<file path="src/rtl/amfr_pkg.sv">
package amfr_pkg;

    localparam int NCH = 2;

    typedef enum logic {
        CH_WATCH   = 1'b0,
        CH_TRIPPED = 1'b1
    } ch_state_e;

    typedef enum logic [1:0] {
        P2_IRQ   = 2'd0,
        P2_ALIGN = 2'd1,
        P2_PWM   = 2'd2
    } p2_state_e;

    typedef struct packed {
        logic           pwm_src;
        logic           pwm_mode;
        logic [NCH-1:0] mask;
        logic [NCH-1:0] above;
    } ctrl_t;

endpackage

</file>
<file path="src/rtl/amfr_cfg_regs.sv">
module amfr_cfg_regs
    import amfr_pkg::*;
#(
    parameter int CODE_W = 10
) (
    input  logic              clk,
    input  logic              rst_n,
    input  logic              we,
    input  logic [1:0]        addr,
    input  logic [CODE_W-1:0] wdata,
    output logic [CODE_W-1:0] thr [NCH],
    output ctrl_t             ctrl
);

    localparam int CTRL_W = $bits(ctrl_t);

    for (genvar i = 0; i < NCH; i++) begin : g_thr
        always_ff @(posedge clk or negedge rst_n) begin
            if (!rst_n) begin
                thr[i] <= '0;
            end else if (we && addr == 2'(i)) begin
                thr[i] <= wdata;
            end
        end
    end

    always_ff @(posedge clk or negedge rst_n) begin
        if (!rst_n) begin
            ctrl <= '0;
        end else if (we && addr == 2'd2) begin
            ctrl <= ctrl_t'(wdata[CTRL_W-1:0]);
        end
    end

endmodule

</file>
<file path="src/rtl/amfr_chan_cmp.sv">
module amfr_chan_cmp
    import amfr_pkg::*;
#(
    parameter int CODE_W = 10
) (
    input  logic              clk,
    input  logic              rst_n,
    input  logic              valid,
    input  logic [CODE_W-1:0] code,
    input  logic [CODE_W-1:0] thr,
    input  logic              above,
    input  logic              clr,
    output logic              fault,
    output logic [CODE_W-1:0] last_code
);

    ch_state_e state_q, state_d;
    logic      beyond;

    always_comb begin
        beyond = above ? (code > thr) : (code < thr);
    end

    always_comb begin
        state_d = state_q;
        unique case (state_q)
            CH_WATCH:   if (valid && beyond && !clr) state_d = CH_TRIPPED;
            CH_TRIPPED: if (clr)                     state_d = CH_WATCH;
            default:                                 state_d = CH_WATCH;
        endcase
    end

    always_ff @(posedge clk or negedge rst_n) begin
        if (!rst_n) begin
            state_q <= CH_WATCH;
        end else begin
            state_q <= state_d;
        end
    end

    always_ff @(posedge clk or negedge rst_n) begin
        if (!rst_n) begin
            last_code <= '0;
        end else if (valid) begin
            last_code <= code;
        end
    end

    always_comb begin
        fault = (state_q == CH_TRIPPED);
    end

    AST_FAULT_HOLD: assert property (@(posedge clk) disable iff (!rst_n)
        (fault && !clr) |=> fault);
    AST_CLEAR_WINS: assert property (@(posedge clk) disable iff (!rst_n)
        clr |=> !fault);
    AST_QUIET_NO_TRIP: assert property (@(posedge clk) disable iff (!rst_n)
        (!fault && !valid) |=> !fault);

endmodule

</file>
<file path="src/rtl/amfr_pwm_gen.sv">
module amfr_pwm_gen
    import amfr_pkg::*;
#(
    parameter int CODE_W = 10
) (
    input  logic              clk,
    input  logic              rst_n,
    input  logic              mode_req,
    input  logic [CODE_W-1:0] duty_src,
    output p2_state_e         state,
    output logic              level
);

    localparam logic [CODE_W-1:0] LAST = {CODE_W{1'b1}};

    p2_state_e         state_q, state_d;
    logic [CODE_W-1:0] cnt_q;
    logic [CODE_W-1:0] duty_q;
    logic              wrap;

    always_comb begin
        wrap = (cnt_q == LAST);
    end

    always_ff @(posedge clk or negedge rst_n) begin
        if (!rst_n) begin
            cnt_q  <= '0;
            duty_q <= '0;
        end else begin
            cnt_q <= cnt_q + 1'b1;
            if (wrap) begin
                duty_q <= duty_src;
            end
        end
    end

    always_comb begin
        state_d = state_q;
        unique case (state_q)
            P2_IRQ:   if (mode_req)  state_d = P2_ALIGN;
            P2_ALIGN: if (!mode_req) state_d = P2_IRQ;
                      else if (wrap) state_d = P2_PWM;
            P2_PWM:   if (!mode_req) state_d = P2_IRQ;
            default:                 state_d = P2_IRQ;
        endcase
    end

    always_ff @(posedge clk or negedge rst_n) begin
        if (!rst_n) begin
            state_q <= P2_IRQ;
        end else begin
            state_q <= state_d;
        end
    end

    always_comb begin
        state = state_q;
        level = (cnt_q < duty_q);
    end

    AST_DUTY_STEADY: assert property (@(posedge clk) disable iff (!rst_n)
        (cnt_q != '0) |-> $stable(duty_q));
    AST_ZERO_DUTY_LOW: assert property (@(posedge clk) disable iff (!rst_n)
        (duty_q == '0) |-> !level);
    AST_PWM_ENTRY_ALIGNED: assert property (@(posedge clk) disable iff (!rst_n)
        (state_q == P2_ALIGN && state_d == P2_PWM) |=> (cnt_q == '0));

endmodule

</file>
<file path="src/rtl/amon_fault_reporter.sv">
module amon_fault_reporter
    import amfr_pkg::*;
#(
    parameter int CODE_W = 10
) (
    input  logic              clk,
    input  logic              rst_n,
    input  logic              cfg_we,
    input  logic [1:0]        cfg_addr,
    input  logic [CODE_W-1:0] cfg_wdata,
    input  logic              samp_valid,
    input  logic              samp_ch,
    input  logic [CODE_W-1:0] samp_code,
    input  logic              fault_clr,
    output logic              flt1_n,
    output logic              flt2_dout
);

    logic [CODE_W-1:0] thr [NCH];
    ctrl_t             ctrl;
    logic [NCH-1:0]    fault;
    logic [CODE_W-1:0] last_code [NCH];
    logic [CODE_W-1:0] duty_src;
    p2_state_e         p2_state;
    logic              pwm_level;
    logic              any_live;

    amfr_cfg_regs #(.CODE_W(CODE_W)) u_regs (
        .clk   (clk),
        .rst_n (rst_n),
        .we    (cfg_we),
        .addr  (cfg_addr),
        .wdata (cfg_wdata),
        .thr   (thr),
        .ctrl  (ctrl)
    );

    for (genvar i = 0; i < NCH; i++) begin : g_ch
        amfr_chan_cmp #(.CODE_W(CODE_W)) u_cmp (
            .clk       (clk),
            .rst_n     (rst_n),
            .valid     (samp_valid && (samp_ch == 1'(i))),
            .code      (samp_code),
            .thr       (thr[i]),
            .above     (ctrl.above[i]),
            .clr       (fault_clr),
            .fault     (fault[i]),
            .last_code (last_code[i])
        );
    end

    always_comb begin
        duty_src = last_code[ctrl.pwm_src];
        any_live = |(fault & ~ctrl.mask);
    end

    amfr_pwm_gen #(.CODE_W(CODE_W)) u_pwm (
        .clk      (clk),
        .rst_n    (rst_n),
        .mode_req (ctrl.pwm_mode),
        .duty_src (duty_src),
        .state    (p2_state),
        .level    (pwm_level)
    );

    always_comb begin
        flt1_n = !any_live;
        unique case (p2_state)
            P2_IRQ:   flt2_dout = !any_live;
            P2_ALIGN: flt2_dout = 1'b1;
            P2_PWM:   flt2_dout = pwm_level;
            default:  flt2_dout = 1'b1;
        endcase
    end

    AST_PIN1_REPORTS: assert property (@(posedge clk) disable iff (!rst_n)
        (|(fault & ~ctrl.mask)) |-> !flt1_n);
    AST_MASKED_QUIET: assert property (@(posedge clk) disable iff (!rst_n)
        ((fault & ~ctrl.mask) == '0) |-> flt1_n);
    AST_PIN2_IRQ_MATCH: assert property (@(posedge clk) disable iff (!rst_n)
        (p2_state == P2_IRQ) |-> (flt2_dout == flt1_n));

endmodule

</file>
<file path="config.mk">
export PLATFORM = sky130hd
export DESIGN_NAME = amon_fault_reporter
export DESIGN_NICKNAME = d
export VERILOG_FILES = /design/src/rtl/amfr_pkg.sv /design/src/rtl/amfr_cfg_regs.sv /design/src/rtl/amfr_chan_cmp.sv /design/src/rtl/amfr_pwm_gen.sv /design/src/rtl/amon_fault_reporter.sv
export SDC_FILE = /design/constraint.sdc
export NUM_CORES = 1
export LEC_CHECK = 0
export BUFFER_PORTS_ARGS = -buffer_cell sky130_fd_sc_hd__buf_2
export CORE_UTILIZATION = 46
export CTS_CLUSTER_DIAMETER = 200
export CTS_CLUSTER_SIZE = 28
export DETAILED_ROUTE_END_ITERATION = 8
export PLACE_DENSITY = 0.63
export SYNTH_ARGS = -nofsm -noshare
export SYNTH_HDL_FRONTEND = slang
export SYNTH_SLANG_ARGS = --single-unit
</file>
<file path="constraint.sdc">
create_clock -name clk -period 1.53 [get_ports clk]
set_input_delay 0.153 -clock clk [delete_from_list [all_inputs] [get_ports clk]]
set_output_delay 0.153 -clock clk [all_outputs]
set_load 0.005 [all_outputs]
</file>
### After elaboration in Yosys (flattened, before gate mapping)

Index checks and enable logic that the tools add are counted.

| cells by class | value |
|---|---|
| add/subtract/negate cells | 1 |
| magnitude comparators | 6 |
| eq/ne operators | 8 |
| muxes and demuxes | 16 |
| bitwise logic cells | 6 |
| reduce and logical (&&, ||, !) cells | 15 |

Operator list:

| operator | count |
|---|---|
| < comparator 10 bit | 3 |
| two-way mux 10 bit | 3 |
| greater-than comparator 10 bit | 2 |
| adder 10 x 1 -> 10 bit (second input constant) | 1 |
| equality test 10 bit (second input constant) | 1 |
| logical AND 1 bit | 9 |
| two-way mux 2 bit | 4 |
| one-hot mux 1 bit (2 select lines) | 3 |
| one-hot mux 2 bit (3 select lines) | 1 |
| two-way mux 1 bit | 5 |
| equality test 2 x 1 -> 1 bit (second input constant) | 2 |
| equality test 2 bit (second input constant) | 2 |
| logical NOT 2 bit | 2 |
| != test 2 bit (second input constant) | 2 |
| != test 3 x 2 -> 1 bit (second input constant) | 1 |
| inverter 1 bit | 3 |
| AND reduction 3 bit | 1 |
| bitwise AND 2 bit | 1 |
| greater-or-equal comparator 2 bit (second input constant) | 1 |
| logical NOT 1 bit | 2 |
| inverter 1 -> 2 bit | 1 |
| inverter 2 bit | 1 |
| OR reduction 2 bit | 1 |

| storage, ports and cells | value |
|---|---|
| bits in registers | 70 |
| input bits | 28 |
| output and inout bits | 2 |
| logic and storage cells | 65 |

### Depth between registers and ports, before layout

| logic depth | value |
|---|---|
| depth in word-level cells | 6 |
| mapped depth | 7 |
| mapped depth without buffers | 7 |

### Cells and area by module

A second synthesis with hierarchy kept.

| unflattened totals | value |
|---|---|
| cells, all modules | 302 |
| area, all modules | 3787.4 sq um |

Modules (own cells, without submodules):

| module | instances | cells an instance | area an instance (sq um) | seq. area each (sq um) |
|---|---|---|---|---|
| amfr_chan_cmp | 2 | 67 | 710.7 | 275.3 |
| amfr_pwm_gen | 1 | 93 | 1128.6 | 550.5 |
| amfr_cfg_regs | 1 | 57 | 1034.7 | 650.6 |
| amon_fault_reporter | 1 | 18 | 202.7 | 0.0 |

### Least setup slack after synthesis

OpenSTA, ideal clock, no wires.

| path | value |
|---|---|
| kind | register to output |
| start point | register u_pwm.cnt_q[7] |
| end point | output port flt2_dout |
| arrival time | 1.431 ns |
| data required time | 1.377 ns |
| path slack | -0.054 ns |
| stages on the path, launching flop included | 6 |
| path buffers | 0 |
| cells stage by stage | dfrtp_1 ha_1 a21o_1 a2111oi_0 nor2_1 a21oi_1 |

| between the ends | value |
|---|---|
| cells in the longest elaborated chain, start to end | 2 |

RTL lines:

| element | line | source |
|---|---|---|
| start: declaration | amfr_pwm_gen.sv:17 | `logic [CODE_W-1:0] cnt_q;` |
| start signal: assignment | amfr_pwm_gen.sv:30 | `cnt_q <= cnt_q + 1'b1;` |
| < comparator 10 bit | amfr_pwm_gen.sv:58 | `level = (cnt_q < duty_q);` |
| one-hot mux 1 bit (2 select lines) | amon_fault_reporter.sv:68 | `unique case (p2_state)` |
| end: declaration | amon_fault_reporter.sv:16 | `output logic flt2_dout` |

No other way between the ends.

### Worst setup path in the final report

| path | value |
|---|---|
| start point | register u_pwm.duty_q[7] |
| end point | output port flt2_dout |

| between the ends | value |
|---|---|
| cells in the longest elaborated chain, start to end | 2 |

RTL lines:

| element | line | source |
|---|---|---|
| start: declaration | amfr_pwm_gen.sv:18 | `logic [CODE_W-1:0] duty_q;` |
| start signal: assignment | amfr_pwm_gen.sv:32 | `duty_q <= duty_src;` |
| < comparator 10 bit | amfr_pwm_gen.sv:58 |  |
| one-hot mux 1 bit (2 select lines) | amon_fault_reporter.sv:68 |  |

No other way between the ends.

==> key figures <==
Yosys
  • Post-synthesis cell type with the largest combined area: sky130_fd_sc_hd__dfrtp_1
  • Share of the synthesized area in the top cell type: 0.489
  • FFs w/ async S/R, synth: 1.00
  • Synth Instances: 314
  • Average cell area after synthesis: 11.4 sq um
  • Yosys cell types: 44
  • Most used flip-flop cell after synthesis: sky130_fd_sc_hd__dfrtp_1
  • Number of nets produced by synthesis: 372
  • Post-synthesis sequential area ratio: 0.489
  • Warnings, synthesis: 0
  • Area contributors post-synth: sky130_fd_sc_hd__dfrtp_1 49%, sky130_fd_sc_hd__mux2_2 11%, sky130_fd_sc_hd__ha_1 10%
  • Number of synthesized flops with an enable pin: 0
  • Count of state elements after synthesis: 70
  • Netlist Area Pre-Place: around 3600 sq um

Hold path
  • Type of the most critical hold path: primary input to flip-flop
  • Hold path start: cfg_wdata[9]
  • WHS Endpoint: u_regs.thr[19]
  • Count of cells along the worst hold path: 3

Timing
  • Worst relative slew slack: 0.601
  • Hold Slack: about 0.031 ns
  • Actual slew at the worst max-slew pin: between 0.5 and 0.6 ns
  • Count of pins over their slew limit: 0
  • Skew final: 0.00465 ns
  • Share of the cycle needed by the critical path after routing: 1.26
  • Setup repair after global routing missed its margin: true
  • Count of endpoints failing hold in the final timing report: 0
  • Top achievable clock speed: roughly 520 MHz
  • Tmin final: 1.93 ns
  • Setup ws final: -0.403 ns
  • Final setup violating endpoints: 3

Cells and area
  • Diode insertion count for antenna repair: 0
  • Area of the multi-input gates: 1820 sq um
  • Share of final-layout standard cells stronger than drive strength 1: 0.400
  • Post-layout nets: 438
  • Filler Cells Inserted: 652
  • Number of cells in the finished layout apart from fillers: 484
  • Relative area change from synthesis to final layout: 24.5%
  • Sequential Area: ~1800 sq um

GRT
  • Number of global-route vias before repair: around 2500
  • Global-route wire length before repair: approximately 12000 microns
  • Total congestion overflow: 0
  • GRT Total Usage: 0.186
  • Pin count of the biggest net entering global routing: between 70 and 80
  • Initial antenna violation count: 0

Floorplanning
  • Die Width: ~90 microns
  • Number of ports placed on the die boundary: 30
  • Area of the core: 7370 sq um
  • Die Area: between 8000 and 9000 sq um
  • Number of core rows: 31
  • Effective utilization at floorplan: 0.486
  • Overall die height: between 90 and 100 microns

Clocking
  • Buffer type at the clock tree root: sky130_fd_sc_hd__clkbuf_8
  • Max Root-Sink Buffers: 2
  • Source-to-sink clock delay at the later pin of the worst-skew pair: roughly 0.34 ns
  • Clock Sinks: 70
  • Count of H-tree levels built during CTS: 3
  • Clock tree from TritonCTS: done
  • Total CTS buffers: 9
  • Clock-pin slew on the worst setup and hold paths: 0.07 ns

Setup path
  • Required time worst endpoint: 1.38 ns
  • Critical Path Start Type: flip-flop
  • Reg2Reg Launch Point: u_regs.thr[14]
  • Category of the most critical setup path: flip-flop to primary output
  • Maximum fanout along the worst path: 2
  • Worst R2R Setup Slack: -0.15 ns
  • Origin of the worst setup path: u_pwm.duty_q[7]
  • Worst R2R End: g_ch[0].u_cmp.fault
  • Data arrival time of the critical path: between 1.5 and 2 ns
  • Kind of end point of the critical path: primary output
  • Depth of the most critical reg-to-reg path: 8

Place
  • Number of buffers inserted by port buffering: 29
  • Dpl cells: 462
  • Setup slack at placement: -0.118 ns
  • Post-detail-place hpwl: 5070 microns
  • Global placer's final weighted congestion: about 0.76

Pwr
  • PnR Total Power: 4.78 mW
  • Power density over cell area: around 1100 nW/um^2
  • Total leakage power: 2.06 nW
  • Worst vdd ir: 0.000839 V

Detailed routing
  • Detailed-route wire length: 7140 microns
  • Average via count per standard cell: 5.13
  • Post-detailed-route DRC marker count: 0
  • Total vias in the final route: 2483
  • Drt first-iter violations: 95
  • Number of nets with antenna violations after routing: 0
  • Average detailed-routed wire length per instance: 14.8 microns
  • Detailed Routing Iterations Pass 1: 4

Status
  • Outcome: finished with violations
  • Violations in the final reports: negative setup slack

Job
  • Number of maximum-capacitance violations: 0
synth_stat cells (all sizes together) (2+ instances only):
cell type / instances
buf: 6
nand4: 4
dfrtp: 70
a21oi: 19
a21o: 4
inv: 35
nor2: 18
ha: 30
nand2b: 3
mux2: 36
and3: 5
mux2i: 10
o21ai: 14
a21boi: 2
xnor2: 5
nor3b: 2
nand2: 19
nand3: 10
xor2: 3
nor2b: 2
nand3b: 2
worst max path at each step:
stage,to
floorplan,flt2_dout
global placement,g_ch[0].u_cmp.fault
detailed placement,g_ch[0].u_cmp.fault
CTS,flt2_dout
global route,flt2_dout
finish,flt2_dout
sequential cells by signal, summed over array words and instances (netlist names):
signal	count
u_pwm.state	2
g_ch.u_cmp.last_code	20
g_ch.u_cmp.fault	2
u_pwm.cnt_q	10
u_regs.ctrl	6
u_pwm.duty_q	10
u_regs.thr	20
cell usage in the layout, fill, tap and decap left out, types with 11 or more instances in the layout:
cell and count:
sky130_fd_sc_hd__inv_1 25, sky130_fd_sc_hd__buf_4 31, sky130_fd_sc_hd__mux2_2 36, sky130_fd_sc_hd__ha_1 20, sky130_fd_sc_hd__o21ai_0 11, sky130_fd_sc_hd__a21oi_2 12, sky130_fd_sc_hd__buf_2 29, sky130_fd_sc_hd__dfrtp_1 70
sky130_fd_sc_hd__nand2_1 19, sky130_fd_sc_hd__nor2_1 15
layout make-up:
type	count	share of cell area
Clock buffer	10	0.0309
Timing Repair Buffer	62	0.0915
Sequential cell	70	0.393
Clock inverter	6	0.0191
Multi-Input combinational cell	202	0.408
Inverter	35	0.0295
Tap cell	99	0.0278
power breakdown:
| part | switching [mW] | internal [mW] | leakage [nW] | total [mW] |
|---|---|---|---|---|
| registers | 0.142 | 2.06 | 0.865 | 2.21 |
| logic | 0.435 | 0.482 | 1.08 | 0.917 |
| clock network | 0.703 | 0.956 | 0.108 | 1.66 |
layer usage:
metal	wire length [microns]	vias up	track usage	share of wire
met3	180	16	0.0321	0.025
met4	173	0	0.0847	0.024
met5	0	-	0	0
met1	3240	1197	0.243	0.45
li1	-	1226	-	-
met2	3550	44	0.301	0.50
metrics by stage:
step	setup TNS (ns)	cell area, sq um	utilization
final	-0.621	4460	0.605
after global routing	-0.812	4460	0.605
after CTS	-0.584	4350	0.590
after detailed placement	-0.345	4040	0.549
after global placement	-0.169	4040	0.549
after floorplan	0	3600	-
cell families after synthesis:
kind of cell	count (synthesis)	synth area share
adder cells (fa/ha/maj)	30	0.105
flip-flops	70	0.489
buffers and inverters	42	0.0489
AO/OA/AOI/OAI	50	0.0943
AND/OR/NAND/NOR	68	0.102
XOR/XNOR	8	0.0196
multiplexers	46	0.141
worst max-delay path: stages, from the launching register on:
cell and delay [ns]:
sky130_fd_sc_hd__dfrtp_1 0.39, sky130_fd_sc_hd__inv_2 0.07, sky130_fd_sc_hd__ha_4 0.20, sky130_fd_sc_hd__a21o_1 0.20, sky130_fd_sc_hd__a2111oi_4 0.29, sky130_fd_sc_hd__nor2_1 0.06
sky130_fd_sc_hd__a21oi_1 0.11, sky130_fd_sc_hd__buf_2 0.12
timing repair:
| item | 4_1_cts | 5_1_grt |
|---|---|---|
| pin swaps | 8 | 16 |
| hold endpoints to repair | 70 | 0 |
| setup buffers | 3 | 2 |
| endpoints found under the setup margin | 3 | 3 |
| hold buffers | 1 | 0 |
| resized for setup | 7 | 19 |
Power figures use the tool's default switching activity.
